File: src/rtl/mdio_pkg.sv
package mdio_pkg;

  localparam int PHY_AW     = 5;
  localparam int NPHY       = 1 << PHY_AW;
  localparam int DATA_W     = 16;
  localparam int PRE_BITS   = 32;
  localparam int FRAME_BITS = 64;
  localparam int BIT_CW     = 7;
  localparam int TA1_IDX    = PRE_BITS + 14;
  localparam int TA2_IDX    = TA1_IDX + 1;
  localparam int DATA_IDX   = TA2_IDX + 1;

  localparam logic [1:0] OFS_CTRL  = 2'd0;
  localparam logic [1:0] OFS_ALIVE = 2'd1;
  localparam logic [1:0] OFS_LINK  = 2'd2;
  localparam logic [1:0] OFS_USER  = 2'd3;

  // strobes from the control side to the frame datapath
  typedef struct packed {
    logic              start;
    logic              isRead;
    logic [PHY_AW-1:0] phyAddr;
    logic [PHY_AW-1:0] regIdx;
    logic [DATA_W-1:0] wdata;
  } mdioCmd_t;

  // status from the datapath back to control
  typedef struct packed {
    logic              busy;
    logic              done;
    logic              ack;
    logic [DATA_W-1:0] rdata;
  } mdioStat_t;

  function automatic logic [FRAME_BITS-1:0] buildFrame(input mdioCmd_t c);
    logic [1:0] op;
    logic [1:0] ta;
    logic [DATA_W-1:0] d;
    op = c.isRead ? 2'b10 : 2'b01;
    ta = c.isRead ? 2'b11 : 2'b10;
    d  = c.isRead ? {DATA_W{1'b1}} : c.wdata;
    return {{PRE_BITS{1'b1}}, 2'b01, op, c.phyAddr, c.regIdx, ta, d};
  endfunction

endpackage

File: src/rtl/mdio_frame_dp.sv
module mdio_frame_dp
  import mdio_pkg::*;
#(
  parameter int DIV_W = 16
) (
  input  logic             clk,
  input  logic             rstN,
  input  logic [DIV_W-1:0] divIn,
  input  mdioCmd_t         cmd,
  output mdioStat_t        stat,
  output logic             mdc,
  output logic             mdioOut,
  output logic             mdioOe,
  input  logic             mdioIn
);

  logic [DIV_W-1:0]      effDiv;
  logic [DIV_W-1:0]      halfNext;
  logic [DIV_W-1:0]      divQ;
  logic [DIV_W-1:0]      halfQ;
  logic [DIV_W-1:0]      cnt;
  logic                  busy;
  logic                  done;
  logic                  ack;
  logic                  isReadQ;
  logic [BIT_CW-1:0]     bitIdx;
  logic [BIT_CW-1:0]     nextIdx;
  logic [FRAME_BITS-1:0] shiftQ;
  logic [DATA_W-1:0]     rdata;
  logic                  riseNow;
  logic                  bitEnd;
  logic                  lastBit;

  // a divider of zero would give no high phase; run it as one
  assign effDiv   = (divIn == '0) ? DIV_W'(1) : divIn;
  assign halfNext = (effDiv >> 1) + {{(DIV_W-1){1'b0}}, effDiv[0]};

  assign riseNow = busy && (cnt == halfQ - DIV_W'(1));
  assign bitEnd  = busy && (cnt == divQ);
  assign lastBit = (bitIdx == BIT_CW'(FRAME_BITS - 1));
  assign nextIdx = bitIdx + BIT_CW'(1);

  always_ff @(posedge clk) begin
    if (!rstN) begin
      busy    <= 1'b0;
      done    <= 1'b0;
      ack     <= 1'b0;
      isReadQ <= 1'b0;
      divQ    <= DIV_W'(1);
      halfQ   <= DIV_W'(1);
      cnt     <= '0;
      bitIdx  <= '0;
      shiftQ  <= '0;
      rdata   <= '0;
      mdc     <= 1'b0;
      mdioOut <= 1'b1;
      mdioOe  <= 1'b0;
    end else begin
      done <= 1'b0;
      if (!busy) begin
        if (cmd.start) begin
          busy    <= 1'b1;
          divQ    <= effDiv;
          halfQ   <= halfNext;
          cnt     <= '0;
          bitIdx  <= '0;
          shiftQ  <= buildFrame(cmd);
          mdioOut <= 1'b1;
          mdioOe  <= 1'b1;
          isReadQ <= cmd.isRead;
          ack     <= 1'b0;
          rdata   <= '0;
          mdc     <= 1'b0;
        end
      end else begin
        cnt <= cnt + DIV_W'(1);
        if (riseNow) begin
          mdc <= 1'b1;
          if (isReadQ) begin
            if (bitIdx == BIT_CW'(TA2_IDX)) ack <= ~mdioIn;
            if (bitIdx >= BIT_CW'(DATA_IDX)) rdata <= {rdata[DATA_W-2:0], mdioIn};
          end
        end
        if (bitEnd) begin
          mdc <= 1'b0;
          cnt <= '0;
          if (lastBit) begin
            busy    <= 1'b0;
            done    <= 1'b1;
            mdioOe  <= 1'b0;
            mdioOut <= 1'b1;
          end else begin
            bitIdx  <= nextIdx;
            shiftQ  <= shiftQ << 1;
            mdioOut <= shiftQ[FRAME_BITS-2];
            mdioOe  <= !(isReadQ && (nextIdx >= BIT_CW'(TA1_IDX)));
          end
        end
      end
    end
  end

  assign stat = '{busy: busy, done: done, ack: ack, rdata: rdata};

  AST_MDC_LOW_IDLE: assert property (@(posedge clk) disable iff (!rstN)
    !busy |-> !mdc);

  AST_READ_RELEASE: assert property (@(posedge clk) disable iff (!rstN)
    (busy && isReadQ && bitIdx >= BIT_CW'(TA1_IDX)) |-> !mdioOe);

  AST_PREAMBLE_ONES: assert property (@(posedge clk) disable iff (!rstN)
    (busy && bitIdx < BIT_CW'(PRE_BITS)) |-> (mdioOut && mdioOe));

  AST_DONE_AFTER_BUSY: assert property (@(posedge clk) disable iff (!rstN)
    done |-> ($past(busy) && !busy));

endmodule

File: src/rtl/mdio_scan_ctrl.sv
module mdio_scan_ctrl
  import mdio_pkg::*;
#(
  parameter int              DIV_W     = 16,
  parameter logic [DIV_W-1:0] DIV_RESET = 16'd10,
  parameter int              SCAN_REG  = 1,
  parameter int              LINK_BIT  = 2
) (
  input  logic             clk,
  input  logic             rstN,
  input  logic [1:0]       regAddr,
  input  logic             regWr,
  input  logic [31:0]      regWdata,
  output logic [31:0]      regRdata,
  input  mdioStat_t        stat,
  output mdioCmd_t         cmd,
  output logic [DIV_W-1:0] divOut
);

  localparam int PAD_W = 30 - DIV_W;

  logic              enable;
  logic [DIV_W-1:0]  divQ;
  logic [NPHY-1:0]   alive;
  logic [NPHY-1:0]   link;
  logic              userGo;
  logic              userWrite;
  logic              userAck;
  logic [PHY_AW-1:0] userReg;
  logic [PHY_AW-1:0] userPhy;
  logic [DATA_W-1:0] userData;
  logic [PHY_AW-1:0] scanAddr;
  logic              inFlight;
  logic              userOwn;
  logic              startUser;
  logic              startScan;
  logic              unusedWr;

  assign unusedWr = ^{regWdata[29:DIV_W], regWdata[28:26]};

  // user request wins at every frame boundary
  assign startUser = enable && !inFlight && userGo;
  assign startScan = enable && !inFlight && !userGo;

  always_comb begin
    cmd.start   = startUser || startScan;
    cmd.isRead  = startUser ? !userWrite : 1'b1;
    cmd.phyAddr = startUser ? userPhy : scanAddr;
    cmd.regIdx  = startUser ? userReg : PHY_AW'(SCAN_REG);
    cmd.wdata   = userData;
  end

  assign divOut = divQ;

  always_ff @(posedge clk) begin
    if (!rstN) begin
      enable    <= 1'b0;
      divQ      <= DIV_RESET;
      alive     <= '0;
      link      <= '0;
      userGo    <= 1'b0;
      userWrite <= 1'b0;
      userAck   <= 1'b0;
      userReg   <= '0;
      userPhy   <= '0;
      userData  <= '0;
      scanAddr  <= '0;
      inFlight  <= 1'b0;
      userOwn   <= 1'b0;
    end else begin
      if (cmd.start) begin
        inFlight <= 1'b1;
        userOwn  <= startUser;
      end
      if (stat.done && inFlight) begin
        inFlight <= 1'b0;
        if (userOwn) begin
          userGo  <= 1'b0;
          userAck <= !userWrite && stat.ack;
          if (!userWrite) userData <= stat.rdata;
        end else begin
          alive[scanAddr] <= stat.ack;
          link[scanAddr]  <= stat.ack && stat.rdata[LINK_BIT];
          scanAddr        <= scanAddr + PHY_AW'(1);
        end
      end
      if (regWr) begin
        case (regAddr)
          OFS_CTRL: begin
            enable <= regWdata[30];
            divQ   <= regWdata[DIV_W-1:0];
          end
          OFS_USER: begin
            if (!userGo) begin
              userGo    <= regWdata[31];
              userWrite <= regWdata[30];
              userAck   <= 1'b0;
              userReg   <= regWdata[25:21];
              userPhy   <= regWdata[20:16];
              userData  <= regWdata[15:0];
            end
          end
          default: ;
        endcase
      end
    end
  end

  always_comb begin
    case (regAddr)
      OFS_CTRL:  regRdata = {!inFlight, enable, {PAD_W{1'b0}}, divQ};
      OFS_ALIVE: regRdata = alive;
      OFS_LINK:  regRdata = link;
      default:   regRdata = {userGo, userWrite, userAck, 3'b000, userReg, userPhy, userData};
    endcase
  end

  AST_GO_CLEAR_ON_DONE: assert property (@(posedge clk) disable iff (!rstN)
    $fell(userGo) |-> $past(stat.done && userOwn));

  AST_USER_FIELDS_HOLD: assert property (@(posedge clk) disable iff (!rstN)
    (userGo && $past(userGo)) |-> $stable({userWrite, userReg, userPhy}));

  AST_DISABLED_STAYS_IDLE: assert property (@(posedge clk) disable iff (!rstN)
    (!enable && !inFlight) |=> !inFlight);

  AST_SCAN_STEP: assert property (@(posedge clk) disable iff (!rstN)
    (stat.done && inFlight && !userOwn) |=> (scanAddr == PHY_AW'($past(scanAddr) + 1)));

  AST_USER_FIRST: assert property (@(posedge clk) disable iff (!rstN)
    (!inFlight && enable && userGo) |=> (userOwn && inFlight));

endmodule

File: src/rtl/mdio_scan_master.sv
module mdio_scan_master
  import mdio_pkg::*;
#(
  parameter int               DIV_W     = 16,
  parameter logic [DIV_W-1:0] DIV_RESET = 16'd10,
  parameter int               SCAN_REG  = 1,
  parameter int               LINK_BIT  = 2
) (
  input  logic        clk,
  input  logic        rstN,
  input  logic [1:0]  regAddr,
  input  logic        regWr,
  input  logic [31:0] regWdata,
  output logic [31:0] regRdata,
  output logic        mdc,
  output logic        mdioOut,
  output logic        mdioOe,
  input  logic        mdioIn
);

  mdioCmd_t         cmd;
  mdioStat_t        stat;
  logic [DIV_W-1:0] divSel;

  mdio_scan_ctrl #(
    .DIV_W    (DIV_W),
    .DIV_RESET(DIV_RESET),
    .SCAN_REG (SCAN_REG),
    .LINK_BIT (LINK_BIT)
  ) u_ctrl (
    .clk     (clk),
    .rstN    (rstN),
    .regAddr (regAddr),
    .regWr   (regWr),
    .regWdata(regWdata),
    .regRdata(regRdata),
    .stat    (stat),
    .cmd     (cmd),
    .divOut  (divSel)
  );

  mdio_frame_dp #(
    .DIV_W(DIV_W)
  ) u_dp (
    .clk    (clk),
    .rstN   (rstN),
    .divIn  (divSel),
    .cmd    (cmd),
    .stat   (stat),
    .mdc    (mdc),
    .mdioOut(mdioOut),
    .mdioOe (mdioOe),
    .mdioIn (mdioIn)
  );

endmodule

File: config.mk
export PLATFORM = sky130hd
export DESIGN_NAME = mdio_scan_master
export DESIGN_NICKNAME = d
export VERILOG_FILES = /design/src/rtl/mdio_pkg.sv /design/src/rtl/mdio_frame_dp.sv /design/src/rtl/mdio_scan_ctrl.sv /design/src/rtl/mdio_scan_master.sv
export SDC_FILE = /design/constraint.sdc
export NUM_CORES = 1
export LEC_CHECK = 0
export BUFFER_PORTS_ARGS = -buffer_cell sky130_fd_sc_hd__clkbuf_2
export CELL_PAD_IN_SITES_DETAIL_PLACEMENT = 0
export CELL_PAD_IN_SITES_GLOBAL_PLACEMENT = 1
export CORE_MARGIN = 5
export CORE_UTILIZATION = 40
export CTS_CLUSTER_DIAMETER = 40
export CTS_CLUSTER_SIZE = 24
export DETAILED_ROUTE_END_ITERATION = 10
export PLACE_DENSITY_LB_ADDON = 0.1
export SLEW_MARGIN = 20
export SYNTH_ARGS = -nofsm -noshare
export SYNTH_HDL_FRONTEND = slang
export SYNTH_SLANG_ARGS = --single-unit
File: constraint.sdc
create_clock -name clk -period 3.76 [get_ports clk]
set_input_delay 0.752 -clock clk [delete_from_list [all_inputs] [get_ports clk]]
set_output_delay 0.752 -clock clk [all_outputs]
set_load 0.01 [all_outputs]
-- Word-level counts from Yosys, hierarchy flattened
Index checks and enable logic that the tools add are counted.
- $lt $le $gt $ge: 4
- equal/unequal tests: 14
- bitwise gates (word level): 5
- $add $sub $neg: 5
- reduce and logical (&&, ||, !) cells: 29
- multiplexer cells: 63
- operators with widths (cell ; count):
    63-bit 2-to-1 mux ; 4
    16-bit 2-to-1 mux ; 15
    32-bit one-hot mux with 3 select lines ; 1
    32-bit bitwise mux ; 2
    1-bit 2-to-1 mux ; 33
    16-bit == test ; 2
    7-bit 2-to-1 mux ; 4
    15-bit by 1-bit adder with 16-bit output ; 1
    16-bit by 1-bit adder with 16-bit output, second input constant ; 1
    16-bit logical NOT ; 1
    16-bit by 1-bit subtractor with 16-bit output, second input constant ; 1
    7-bit by 6-bit == test with 1-bit output, second input constant ; 2
    7-bit by 6-bit >= comparator with 1-bit output, second input constant ; 2
    2-bit != test, second input constant ; 6
    1-bit logical AND ; 10
    5-bit 2-to-1 mux ; 2
    2-bit AND reduction ; 5
    3-bit AND reduction ; 3
    4-bit AND reduction ; 2
    7-bit by 1-bit adder with 7-bit output, second input constant ; 1
    5-bit by 6-bit less-than comparator with 1-bit output, second input constant ; 1
    5-bit by 1-bit adder with 5-bit output, second input constant ; 1
    1-bit demux with 5-bit select ; 1
    5-bit by 1-bit >= comparator with 1-bit output, second input constant ; 1
    10 further kinds ; 18
- output and inout port bits: 35
- register bits after elaboration: 258
- input bits: 38

-- Longest topological paths before layout
Gate-level depths: netlist (run 1).
- word-level depth: 7
- gate-level depth with buffers: 13

-- Hierarchy
Synthesis (run 1) repeated with hierarchy kept, for this count alone.
- cell total of the unflattened synthesis: 1430
- area total of the unflattened synthesis: 12529.5 um^2
- by module, submodules not included (module ; seq. area each (um^2) ; area an instance (um^2) ; cells each ; times used):
    mdio_frame_dp ; 2822.7 ; 7078.0 ; 843 ; 1
    mdio_scan_ctrl ; 2342.2 ; 5451.5 ; 587 ; 1

-- Worst setup path after synthesis (run 1)
OpenSTA, ideal clock, no wires.
- path type: input port to output port
- start: input port regAddr[0]
- end: output port regRdata[10]
- buffers on the path: 2
- data arrival time: 2.121 ns
- data required time: 3.008 ns
- cell stages on the path: 3
- setup slack: 0.887 ns
- cells stage by stage: clkbuf_1 buf_1 mux4_2
- longest elaborated chain between the ends: 2
- elaborated cells on any way between the ends: 4
- classes of those cells: eq/ne: 2; mux: 1; reduce/logical: 1
- ends and longest elaborated chain (item ; line ; RTL):
    start, declared ; mdio_scan_master.sv:11 ; input logic [1:0] regAddr,
    2-bit == test, or another cell as far along ; mdio_scan_ctrl.sv:110 ; case (regAddr)
    32-bit one-hot mux with 3 select lines * ; mdio_scan_ctrl.sv:110 ;
    end, declared ; mdio_scan_master.sv:14 ; output logic [31:0] regRdata,
Every way passes the cells marked *; elsewhere a longest branch is shown, timed or not.

-- Worst setup path in the final report (run 1)
- start: register u_dp.halfQ[0]
- end: register u_dp.rdata[10]
- longest elaborated chain between the ends: 5
- ends and longest elaborated chain (item ; line ; RTL):
    start, declared ; mdio_frame_dp.sv:20 ; logic [DIV_W-1:0] halfQ;
    start signal, assigned ; mdio_frame_dp.sv:64 ; halfQ <= halfNext;
    16-bit by 1-bit subtractor with 16-bit output ; mdio_frame_dp.sv:38 ; assign riseNow = busy && (cnt == halfQ - DIV_W'(1));
    16-bit == test ; mdio_frame_dp.sv:38 ;
    1-bit logical AND ; mdio_frame_dp.sv:38 ;
    2-bit != test (no source line) ; -- ;
    4-bit AND reduction (no source line) ; -- ;
    end signal, assigned ; mdio_frame_dp.sv:81 ; if (bitIdx >= BIT_CW'(DATA_IDX)) rdata <= {rdata[DATA_W-2:0], mdioIn};
    end, declared ; mdio_frame_dp.sv:29 ; logic [DATA_W-1:0] rdata;
No other way between the ends.
A chain may end at the register's enable or synchronous reset.

==> out/qor.yml, run 1 <==
worstMarginPinSlew_ns: 0.997
muxShareOfSynthArea: 0.0756
worstSetupStartpointType: "flop"
setup_violations: 0
root_buffer: "clkbuf_16"
power_leakage_uw: 0.00552
fill_cells: 2975
worstReg2RegStart: "u_dp.halfQ[0]"
synth-seq-area-share: 0.424
drc: 0
outcome: "finished, final reports clean"
vias: 10700
htreeDepth: 2
r2r_cells: 9
syn_inst: 1508
criticalPathCategory: "flop to flop"
rows: 63
synthFlopType: "dfxtp_1"
grt_usage: 0.207
post_synth_xor_area_fraction: 0.0396
post-cts-setup-buffers: 0
place_hpwl_um: 22800
hold_depth: 2
r2r_slack_ns: 0.62
hold_viol: 0
wl_um: 35700
layout-drive-gt1-share: 0.138
p_per_area_mw_per_mm2: 520
clock_path_buffers: 3
slew_viol_final: 0
ctsResizeCount: 0
vias_per_cell: 5.48
start_util: 0.407
crit_required_ns: 4.12
finalNetCount: 1565
stdcell_count: 1945
synth_cell_types: 66
die_height_um: 184
grt_max_degree: 162
grt_overflow: 0
first_iter_violations: 756
synth-edff-count: 0
synth-simple-area-share: 0.238
max-slew-margin-rel: 0.335
rsz0062_at_grt: "no"
cts_hold_buf: 0
firstDrtPassIters: 6
place_area_mm2: 0.0126
grt_pass1_vias: 10200
peakVddDrop_v: 0.000369
yosys_register_bits: 258
grt_pass1_wl_um: 56800
die-area_mm2: 0.0340
finClkSkew_ns: 0.0116
antenna_cells: 0
place.gp.congestion: 0.819
num_io_pins: 73
core_mm2: 0.0299
maxCapViolCount: 0
syn_area_per_cell_um2: 8.07
fin_crit_sh: 0.835
whs_endpoint: "u_dp.shiftQ[29]"
tns_ns: 0
p_total_uw: 7400
clkLatencyLatePin_ns: 0.52
antenna_found_initial: 0
dp_cells: 1859
clock_sinks: 258
fin_area_mm2: 0.0142
yosys.area_share.adder: 0.0103
period_minus_slack_ns: 3.14
yosys_warnings: 0
synth-async-reset-ratio: 0
syn_nets: 1556
cts.clk_slew.worst_paths_ns: 0.05
fmaxAchievable_mhz: 318
syn_to_final_growth_pct: 16.9
dieWidth_um: 184
drtAntennaViolNets: 0
hp-class: "flop to flop"
synth_top_family_by_area: "simple AND/OR/NAND/NOR gates"
port_buffers: 68
numCtsBuffers: 46
synth_area_mm2: 0.0122
cts_tree: "done"
place_ws_ns: 0.619
cp_max_fo: 16
critPathArrivalTime_ns: 3.50
synth_compound_area_frac: 0.160
wire_per_inst_um: 18.4
rr_endpoint: "u_dp.rdata[10]"
end_kind: "flop"
setup_slack_ns: 0.620
hp-start: "u_dp.shiftQ[29]"
flip-flops by register name (all words and copies together) (netlist names), 5 cells and up:
register and cells:
u_ctrl.userPhy 5, u_dp.halfQ 16, u_ctrl.alive 32, u_ctrl.divOut 16
u_dp.rdata 16, u_ctrl.link 32, u_dp.cnt 16, u_dp.divQ 16
u_dp.bitIdx 7, u_dp.shiftQ 63, u_ctrl.userData 16, u_ctrl.scanAddr 5
u_ctrl.userReg 5
how the worst max path moves through the flow:
| stage | from | to | slack [ns] | cells after the start |
|---|---|---|---|---|
| finish | u_dp.halfQ[0] | u_dp.rdata[10] | 0.62 | 9 |
| global route | u_dp.halfQ[0] | u_dp.rdata[6] | 0.44 | 9 |
| CTS | u_dp.halfQ[0] | u_dp.rdata[2] | 0.61 | 9 |
| detailed placement | u_dp.halfQ[0] | u_dp.rdata[2] | 0.62 | 9 |
| global placement | u_dp.halfQ[0] | u_dp.rdata[10] | 0.65 | 9 |
| floorplan | regAddr[0] | regRdata[10] | 0.89 | 3 |
report_power, final:
group,switching (uW),internal (uW)
registers,71.5,2800
clock network,1430,2750
logic,221,131
routing by layer:
| layer | up-vias | share of wire | wire length (um) | global-route usage |
|---|---|---|---|---|
| li1 | 5292 | - | - | - |
| met1 | 5125 | 0.49 | 17500 | 0.293 |
| met2 | 194 | 0.45 | 16100 | 0.332 |
| met3 | 57 | 0.040 | 1410 | 0.0330 |
| met4 | 0 | 0.020 | 714 | 0.0503 |
| met5 | - | 0 | 0 | 0 |
final cells by class:
type | count | area, um2 | area share
timing repair buffer | 92 | 533 | 0.0375
clock inverter | 25 | 267 | 0.0187
multi-input combinational | 1104 | 6400 | 0.449
sequential | 258 | 5160 | 0.363
tap | 390 | 488 | 0.0343
inverter | 15 | 61.3 | 0.00431
clock buffer | 61 | 1320 | 0.0928
cells in the final DEF, fill, tap and decap left out, types with 6 or more instances in the layout:
master      instances
clkbuf_1            7
clkinv_2            7
a22o_1             14
and3_1             10
clkbuf_16          49
mux4_2             18
o21ai_0            79
a211oi_1           33
or3_1               6
and2_1              7
xor2_1             19
dfxtp_1           258
nand4_1            13
nand2_1           256
clkinvlp_4          9
xnor2_1            36
clkbuf_2           68
inv_1              14
mux2_2             11
ha_1               10
a21oi_1           143
nor3_1             99
nand3_1            57
nand3b_1            6
mux2i_1            39
o211a_1            16
buf_4              23
nor2_1            154
stage by stage:
stage                util  hold WS [ns]
global placement    0.423         0.439
global route        0.476         0.442
CTS                 0.476         0.424
finish              0.476         0.448
floorplan               -         0.432
detailed placement  0.423         0.444
cell families (layout without fill, tap and decap cells):
group / Yosys count / count (layout)
and+or+nand+nor: 647 / 647
muxes: 68 / 68
adders and majority gates: 10 / 10
AOI/OAI and AO/OA: 324 / 324
xor gates and xnor gates: 55 / 55
DFF: 258 / 258
buffers and inverters: 146 / 193
cell usage after synthesis (3+ instances only):
| cell | number | area, um2 |
|---|---|---|
| or3_1 | 6 | 37.5 |
| inv_1 | 15 | 56.3 |
| nand2_1 | 256 | 961 |
| or4_1 | 4 | 30.0 |
| dfxtp_1 | 258 | 5160 |
| and2_1 | 7 | 43.8 |
| a31oi_1 | 4 | 25.0 |
| nor2b_1 | 5 | 31.3 |
| mux4_2 | 18 | 405 |
| ha_1 | 10 | 125 |
| o211ai_1 | 4 | 30.0 |
| a22oi_1 | 4 | 30.0 |
| a211oi_1 | 33 | 248 |
| nand4_1 | 13 | 81.3 |
| xnor2_1 | 36 | 315 |
| buf_1 | 9 | 33.8 |
| o21a_1 | 3 | 22.5 |
| a32oi_1 | 4 | 35.0 |
| o21ai_0 | 79 | 395 |
| nor4_1 | 3 | 18.8 |
| a21oi_1 | 143 | 716 |
| clkbuf_1 | 102 | 383 |
| nand3_1 | 57 | 285 |
| a311oi_1 | 3 | 26.3 |
| and3_1 | 10 | 62.6 |
| nor2_1 | 156 | 586 |
| a21o_1 | 5 | 37.5 |
| mux2i_1 | 39 | 390 |
| o211a_1 | 16 | 160 |
| nor3b_1 | 3 | 22.5 |
| nand4b_1 | 4 | 35.0 |
| mux2_2 | 11 | 124 |
| a22o_1 | 14 | 123 |
| nand3b_1 | 6 | 45.0 |
| buf_2 | 12 | 60.1 |
| nor3_1 | 101 | 505 |
| xor2_1 | 19 | 166 |
critical path, cell delays in order, from the launching register on:
cell      delay, ns
dfxtp_1        0.47
inv_1          0.08
ha_1           0.31
nor2b_1        0.21
xor2_1         0.15
o41a_1         0.31
o21ai_0        0.22
nand4_1        0.19
a2111o_1       0.78
mux2i_1        0.24
Note: power is estimated with default switching activity, not from simulation.
==> inputs of run 2 (changes only) <==
--- a/config.mk
+++ b/config.mk
@@ -5,6 +5,7 @@
 export SDC_FILE = /design/constraint.sdc
 export NUM_CORES = 1
 export LEC_CHECK = 0
+export ABC_AREA = 1
 export BUFFER_PORTS_ARGS = -buffer_cell sky130_fd_sc_hd__clkbuf_2
 export CELL_PAD_IN_SITES_DETAIL_PLACEMENT = 0
 export CELL_PAD_IN_SITES_GLOBAL_PLACEMENT = 1
==> constraint.sdc (replaced) <==
create_clock -name clk -period 3.2 [get_ports clk]
set_input_delay 0.64 -clock clk [delete_from_list [all_inputs] [get_ports clk]]
set_output_delay 0.64 -clock clk [all_outputs]
set_load 0.01 [all_outputs]
==> run 2 against run 1 <==
Via count increased by 6.6%. Clock-buffer cell count fell by 7. Non-clock buffer count decreased by 1. Cell count rose by 15%. Design area is 2.6% higher. Utilization grew 0.12 points. Die area up 1.6%. Synthesized cell count rose by 17%. Power grew 27%. Flip-flop and latch count stayed put. Routed wire length is 4.1% higher. First-iteration DRC count fell by 3.3%.
==> out/qor.yml, run 2 <==
outcome: "finished, final reports clean"
cp_max_fo: 12  # -4
period_minus_slack_ns: 2.56
hold_depth: 3  # +1
dieWidth_um: 186  # +0.81%
start_util: 0.405  # -0.00268
drc: 0  # unchanged
core_mm2: 0.0306  # +2.4%
hp-class: "input pin to flop"
root_buffer: "clkbuf_16"
maxCapViolCount: 0  # unchanged
synth_compound_area_frac: 0.186  # +0.0255
fin_area_mm2: 0.0146  # +2.6%
post-cts-setup-buffers: 0  # unchanged
syn_area_per_cell_um2: 7.03  # -13%
wl_um: 37200  # +4.1%
grt_pass1_wl_um: 60900  # +7.2%
vias: 11400  # +6.6%
reg_top3: "u_dp.shiftQ: 63 flops, u_ctrl.alive: 32 flops, u_ctrl.link: 32 flops"
fin_crit_sh: 0.800
synth_top_family_by_area: "simple AND/OR/NAND/NOR gates"
synth_top_area_frac: 0.417  # -0.00716
antenna_cells: 0  # unchanged
yosysTopAreaCell: "dfxtp_1"
num_io_pins: 73  # unchanged
grt_overflow: 0  # unchanged
finClkSkew_ns: 0.0145  # +0.00295 ns
cts_tree: "done"
die_height_um: 186  # +0.81%
power_leakage_uw: 0.00575  # +4.2%
worstSetupStartpointType: "input pin"
synth_cell_types: 54  # -18%
htreeDepth: 2  # unchanged
r2r_slack_ns: 0.67  # +0.05 ns
numCtsBuffers: 45  # -2.2%
clock_sinks: 258  # unchanged
place.gp.congestion: 0.784  # -4.4%
antenna_found_initial: 0  # unchanged
die-area_mm2: 0.0346  # +1.6%
final_common_cell: "nand2_1"
worstReg2RegStart: "u_ctrl.inFlight"
place_area_mm2: 0.0130  # +2.5%
crit_path_frequent_cell: "clkbuf_2"
wire_per_inst_um: 16.7  # -9.3%
drtAntennaViolNets: 0  # unchanged
ctsResizeCount: 0  # unchanged
synth_area_mm2: 0.0124  # +1.7%
hold_viol: 0  # unchanged
setup_violations: 0  # unchanged
fmaxAchievable_mhz: 391
wl_met3_um: 1200  # -15%
grt_max_degree: 119  # -27%
slew_viol_final: 0  # unchanged
port_buffers: 68  # unchanged
crit_required_ns: 2.56  # -1.56 ns
path_cells: "clkbuf_2, inv_1, nor2_2, buf_4, nand2_1, o2111ai_1, clkbuf_2"
rr_endpoint: "u_dp.shiftQ[16]"
clkLatencyLatePin_ns: 0.53  # about the same
criticalPathCategory: "input pin to primary output"
yosys_register_bits: 258  # unchanged
largest_reg_flops: 63  # unchanged
vias_per_cell: 5.10  # -7.1%
grt_pass1_vias: 11000  # +7.4%
synth-simple-area-share: 0.283  # +0.0446
syn_nets: 1809  # +16%
top_layer: "met4"
synthFlopType: "dfxtp_1"
rsz0062_at_grt: "no"
syn_to_final_growth_pct: 18.0
cts_hold_buf: 0  # unchanged
crit_family: "buffers and inverters"
synthTopCellsByArea: "dfxtp_1 (42%), nand2_1 (11%), nor2_1 (9.1%)"
yosys_warnings: 0  # unchanged
peakVddDrop_v: 0.000416  # +13%
yosys.area_share.adder: 0.0101  # -0.000173
layout-drive-gt1-share: 0.125  # -0.0129
tns_ns: 0  # unchanged
finalNetCount: 1846  # +18%
post_synth_xor_area_fraction: 0.0231  # -0.0164
p_per_area_mw_per_mm2: 645  # +24%
max-slew-margin-rel: 0.497  # +0.162
muxShareOfSynthArea: 0  # -0.0756
route.met2.wl_um: 17700  # +9.5%
whs_endpoint: "u_ctrl.userReg[3]"
yosysMostFrequentCell: "nand2_1"
top_register: "u_dp.shiftQ"
hp-start: "regWdata[24]"
end_kind: "primary output"
wirelength_met1_um: 17300  # -0.88%
critPathArrivalTime_ns: 1.92  # -1.58 ns
ys_top_cells_by_count: "nand2_1 (352), nor2_1 (300), dfxtp_1 (258), o21ai_0 (187), inv_1 (122)"
synth-seq-area-share: 0.417  # -0.00716
clock_path_buffers: 3  # unchanged
first_iter_violations: 731  # -3.3%
slowest_delay_ns: 0.39  # -0.39 ns
syn_inst: 1761  # +17%
r2r_cells: 12  # +3
worstMarginPinSlew_ns: 0.752  # -0.245 ns
layout_common_cells: "nand2_1 (352), nor2_1 (299), dfxtp_1 (257), o21ai_0 (187), inv_1 (122)"
cts.clk_slew.worst_paths_ns: 0.05  # about the same
place_hpwl_um: 25700  # +12%
firstDrtPassIters: 4  # -2
grt_usage: 0.219  # +0.0122
crit_slowest_cell: "nor2_2"
synth-async-reset-ratio: 0  # unchanged
synth-edff-count: 0  # unchanged
worstPathBufferInverterCount: 4  # +3
rows: 64  # +1.6%
-- run 2: metrics by stage --
stage	power (uW)	worst slack, ns	utilization	instances	hold slack [ns]
finish	9420	0.641	0.478	2231	0.336
global placement	4270	0.666	0.424	2147	0.452
detailed placement	4280	0.629	0.424	2147	0.456
CTS	9530	0.612	0.478	2231	0.315
global route	9800	0.375	0.478	2231	0.335
floorplan	4050	1.04	-	1761	0.430
-- run 2: worst reg2reg max path: stages (launching register included) --
cell	delay, ns
dfxtp_1	0.31
inv_1	0.13
nand2_4	0.12
nor2_1	0.44
inv_1	0.13
nor2_1	0.35
inv_1	0.27
nand2_1	0.28
inv_1	0.09
a21oi_1	0.12
nand2_1	0.06
nand2_1	0.07
nor2_1	0.05
-- run 2: how the worst max path moves through the flow --
stage | startpoint | to | depth (start not counted)
floorplan | regAddr[0] | regRdata[11] | 4
global placement | regAddr[1] | regRdata[9] | 7
detailed placement | u_ctrl.inFlight | u_dp.shiftQ[16] | 12
CTS | u_ctrl.inFlight | u_dp.shiftQ[16] | 12
global route | u_ctrl.inFlight | u_dp.shiftQ[16] | 12
finish | regAddr[1] | regRdata[9] | 7
-- run 2: cells by family (layout without fill, tap and decap cells) --
kind of cell	after synthesis	in the layout
buf+inv	234	308
fa+ha+maj	10	10
flops	258	258
simple gates	818	818
xor+xnor	31	31
compound gates	410	410
-- run 2: final cells by class --
class | count | area, um2
Tap cell | 396 | 495
Inverter | 133 | 503
Clock inverter | 30 | 407
Multi-Input combinational cell | 1269 | 6220
Sequential cell | 258 | 5170
Fill cell | 3163 | 16000
Timing Repair Buffer | 91 | 578
Clock buffer | 54 | 1240
-- run 2: report_power, final --
group / leakage, uW / switching, uW / internal (uW)
Clock: 0.000812 / 1760 / 3450
Combinational: 0.00285 / 488 / 248
Sequential: 0.00210 / 107 / 3360
-- run 2: routing by layer --
layer | vias up | track usage
li1 | 5884 | -
met1 | 5236 | 0.292
met2 | 190 | 0.371
met3 | 60 | 0.0297
met4 | 0 | 0.0647
met5 | - | 0
==> inputs of run 3 (changes only) <==
==> constraint.sdc (replaced) <==
create_clock -name clk -period 2.3 [get_ports clk]
set_input_delay 0.46 -clock clk [delete_from_list [all_inputs] [get_ports clk]]
set_output_delay 0.46 -clock clk [all_outputs]
set_load 0.01 [all_outputs]
==> run 3 against run 2 <==
Critical path depth grew 10. Global-route usage shrank 0.057 points. Clock-buffer cell count grew 3. Critical path type is now flop to flop. Sequential power grew 39%. Combinational power grew 51%. Register-to-register slack lost 0.53 ns.
==> out/qor.yml, run 3 (same netlist as run 2, synthesis figures left out) <==
period_minus_slack_ns: 2.16
regArea_mm2: 0.00517  # +0.12%
fin_area_mm2: 0.0149  # +2.0%
crit_required_ns: 2.72  # +0.16 ns
cts.clk_slew.worst_paths_ns: 0.05  # about the same
slew_viol_final: 0  # unchanged
firstDrtPassIters: 5  # +1
root_buffer: "clkbuf_16"
hp-class: "input pin to flop"
finalNetCount: 1883  # +2.0%
setup_violations: 0  # unchanged
cp_max_fo: 8  # -4
stdcell_count: 2267  # +1.6%
worstMarginPinSlew_ns: 0.897  # +0.145 ns
top_layer: "met5"
crit_path_frequent_cell: "nand2_1"
final_common_cell: "nand2_1"
path_cells: "inv_2, ha_4, inv_2, nand2_1, nand2_1, nand2_1, nor2_2, nand2_1, nor2_2, nand2_1, nor2_2, nand2_2, o21ai_4, clkbuf_16, nand3_1, nand2_1, nor2_1"
p_per_area_mw_per_mm2: 853  # +32%
hold_viol: 0  # unchanged
slowest_delay_ns: 0.33  # -0.06 ns
num_io_pins: 73  # unchanged
critPathArrivalTime_ns: 2.58  # +0.66 ns
grt_max_degree: 111  # -6.7%
antenna_cells: 0  # unchanged
numCtsBuffers: 45  # unchanged
grt_pass1_vias: 11100  # +1.2%
place_area_mm2: 0.0132  # +1.9%
syn_to_final_growth_pct: 20.3
reg_top3: "u_dp.shiftQ: 63 flops, u_ctrl.alive: 32 flops, u_ctrl.link: 32 flops"
port_buffers: 68  # unchanged
clock_sinks: 258  # unchanged
die_height_um: 186  # unchanged
worstPathBufferInverterCount: 3  # -1
rows: 64  # unchanged
multi_input_area_mm2: 0.00627  # +0.87%
fin_crit_sh: 0.940
grt_overflow: 0  # unchanged
finClkSkew_ns: 0.0140  # -0.000494 ns
route.met2.wl_um: 17900  # +1.6%
p_total_uw: 12700  # +35%
end_kind: "flop"
top_register: "u_dp.shiftQ"
wire_per_inst_um: 16.7  # +0.48%
cts_tree: "done"
largest_reg_flops: 63  # unchanged
cts_hold_buf: 0  # unchanged
crit_slowest_cell: "dfxtp_2"
wl_um: 38000  # +2.1%
max-slew-margin-rel: 0.401  # -0.0969
outcome: "finished, final reports clean"
htreeDepth: 2  # unchanged
place.gp.congestion: 0.825  # +5.2%
wirelength_met1_um: 17600  # +1.6%
place_hpwl_um: 26200  # +2.0%
core_mm2: 0.0306  # unchanged
dieWidth_um: 186  # unchanged
die-area_mm2: 0.0346  # unchanged
fmaxAchievable_mhz: 463
criticalPathCategory: "flop to flop"
fill_cells: 3108  # -1.7%
layout-drive-gt1-share: 0.151  # +0.0254
drc: 0  # unchanged
clkLatencyLatePin_ns: 0.53  # about the same
vias_per_cell: 5.14  # +0.77%
start_util: 0.405  # unchanged
first_iter_violations: 760  # +4.0%
drtAntennaViolNets: 0  # unchanged
power_leakage_uw: 0.00590  # +2.6%
crit_family: "simple AND/OR/NAND/NOR gates"
grt_pass1_wl_um: 60600  # -0.46%
worstSetupStartpointType: "flop"
wl_met3_um: 1580  # +31%
vias: 11600  # +2.4%
peakVddDrop_v: 0.000506  # +22%
clock_path_buffers: 3  # unchanged
maxCapViolCount: 0  # unchanged
antenna_found_initial: 1  # +1
layout_common_cells: "nand2_1 (350), nor2_1 (297), dfxtp_1 (252), o21ai_0 (187), inv_1 (119)"
final_util: 0.487  # +0.00953
dp_cells: 2180  # +1.5%
grt_usage: 0.218  # -0.000575
==> run 3: cell type report <==
cell class              instances  share of cell area
multi-input cells            1269               0.421
clock buffers                  57              0.0862
inverters                     133              0.0340
well taps                     396              0.0333
clock inverters                26              0.0186
repair buffers                128              0.0600
flip-flops and latches        258               0.347
==> run 3: worst min-delay path: cells and delay by family <==
kind | cells | cell delay (ns)
AND/OR/NAND/NOR | 2 | 0.11
buffers and inverters | 1 | 0.07
==> run 3: power breakdown <==
part	internal (uW)	leakage, uW	switching, uW
Clock	4410	0.000748	2360
Sequential	4680	0.00210	150
Combinational	398	0.00306	709
Total	9490	0.00590	3220
==> run 3: metrics by stage <==
step / setup TNS [ns] / hold WS (ns) / worst slack [ns]
after global placement: 0 / 0.449 / 0.125
after global routing: -0.0147 / 0.157 / -0.00504
after floorplan: 0 / 0.430 / 0.364
after CTS: 0 / 0.136 / 0.0996
final: 0 / 0.157 / 0.138
after detailed placement: 0 / 0.457 / 0.118
==> run 3: path summary, 6_finish.rpt <==
check / from / end / slack [ns] / cells past startpoint
worst max register to register: u_dp.halfQ[0] / u_dp.rdata[4] / 0.14 / 17
worst max-delay path: u_dp.halfQ[0] / u_dp.rdata[4] / 0.14 / 17
worst min register to register: u_dp.shiftQ[31] / u_dp.shiftQ[31] / 0.46 / 2
worst min-delay path: regWdata[23] / u_ctrl.userReg[2] / 0.16 / 3
==> run 3: timing repair <==
| item | in CTS | in global routing |
|---|---|---|
| endpoints found under the setup margin | 0 | 31 |
| hold endpoints to repair | 0 | 0 |
| setup buffers | 0 | 2 |
| resized for setup | 0 | 21 |
==> run 3: per-layer routing <==
layer / GRT usage / vias up
met5: 0 / -
met4: 0.0583 / 2
met3: 0.0365 / 65
met2: 0.371 / 222
met1: 0.289 / 5379
li1: - / 5975
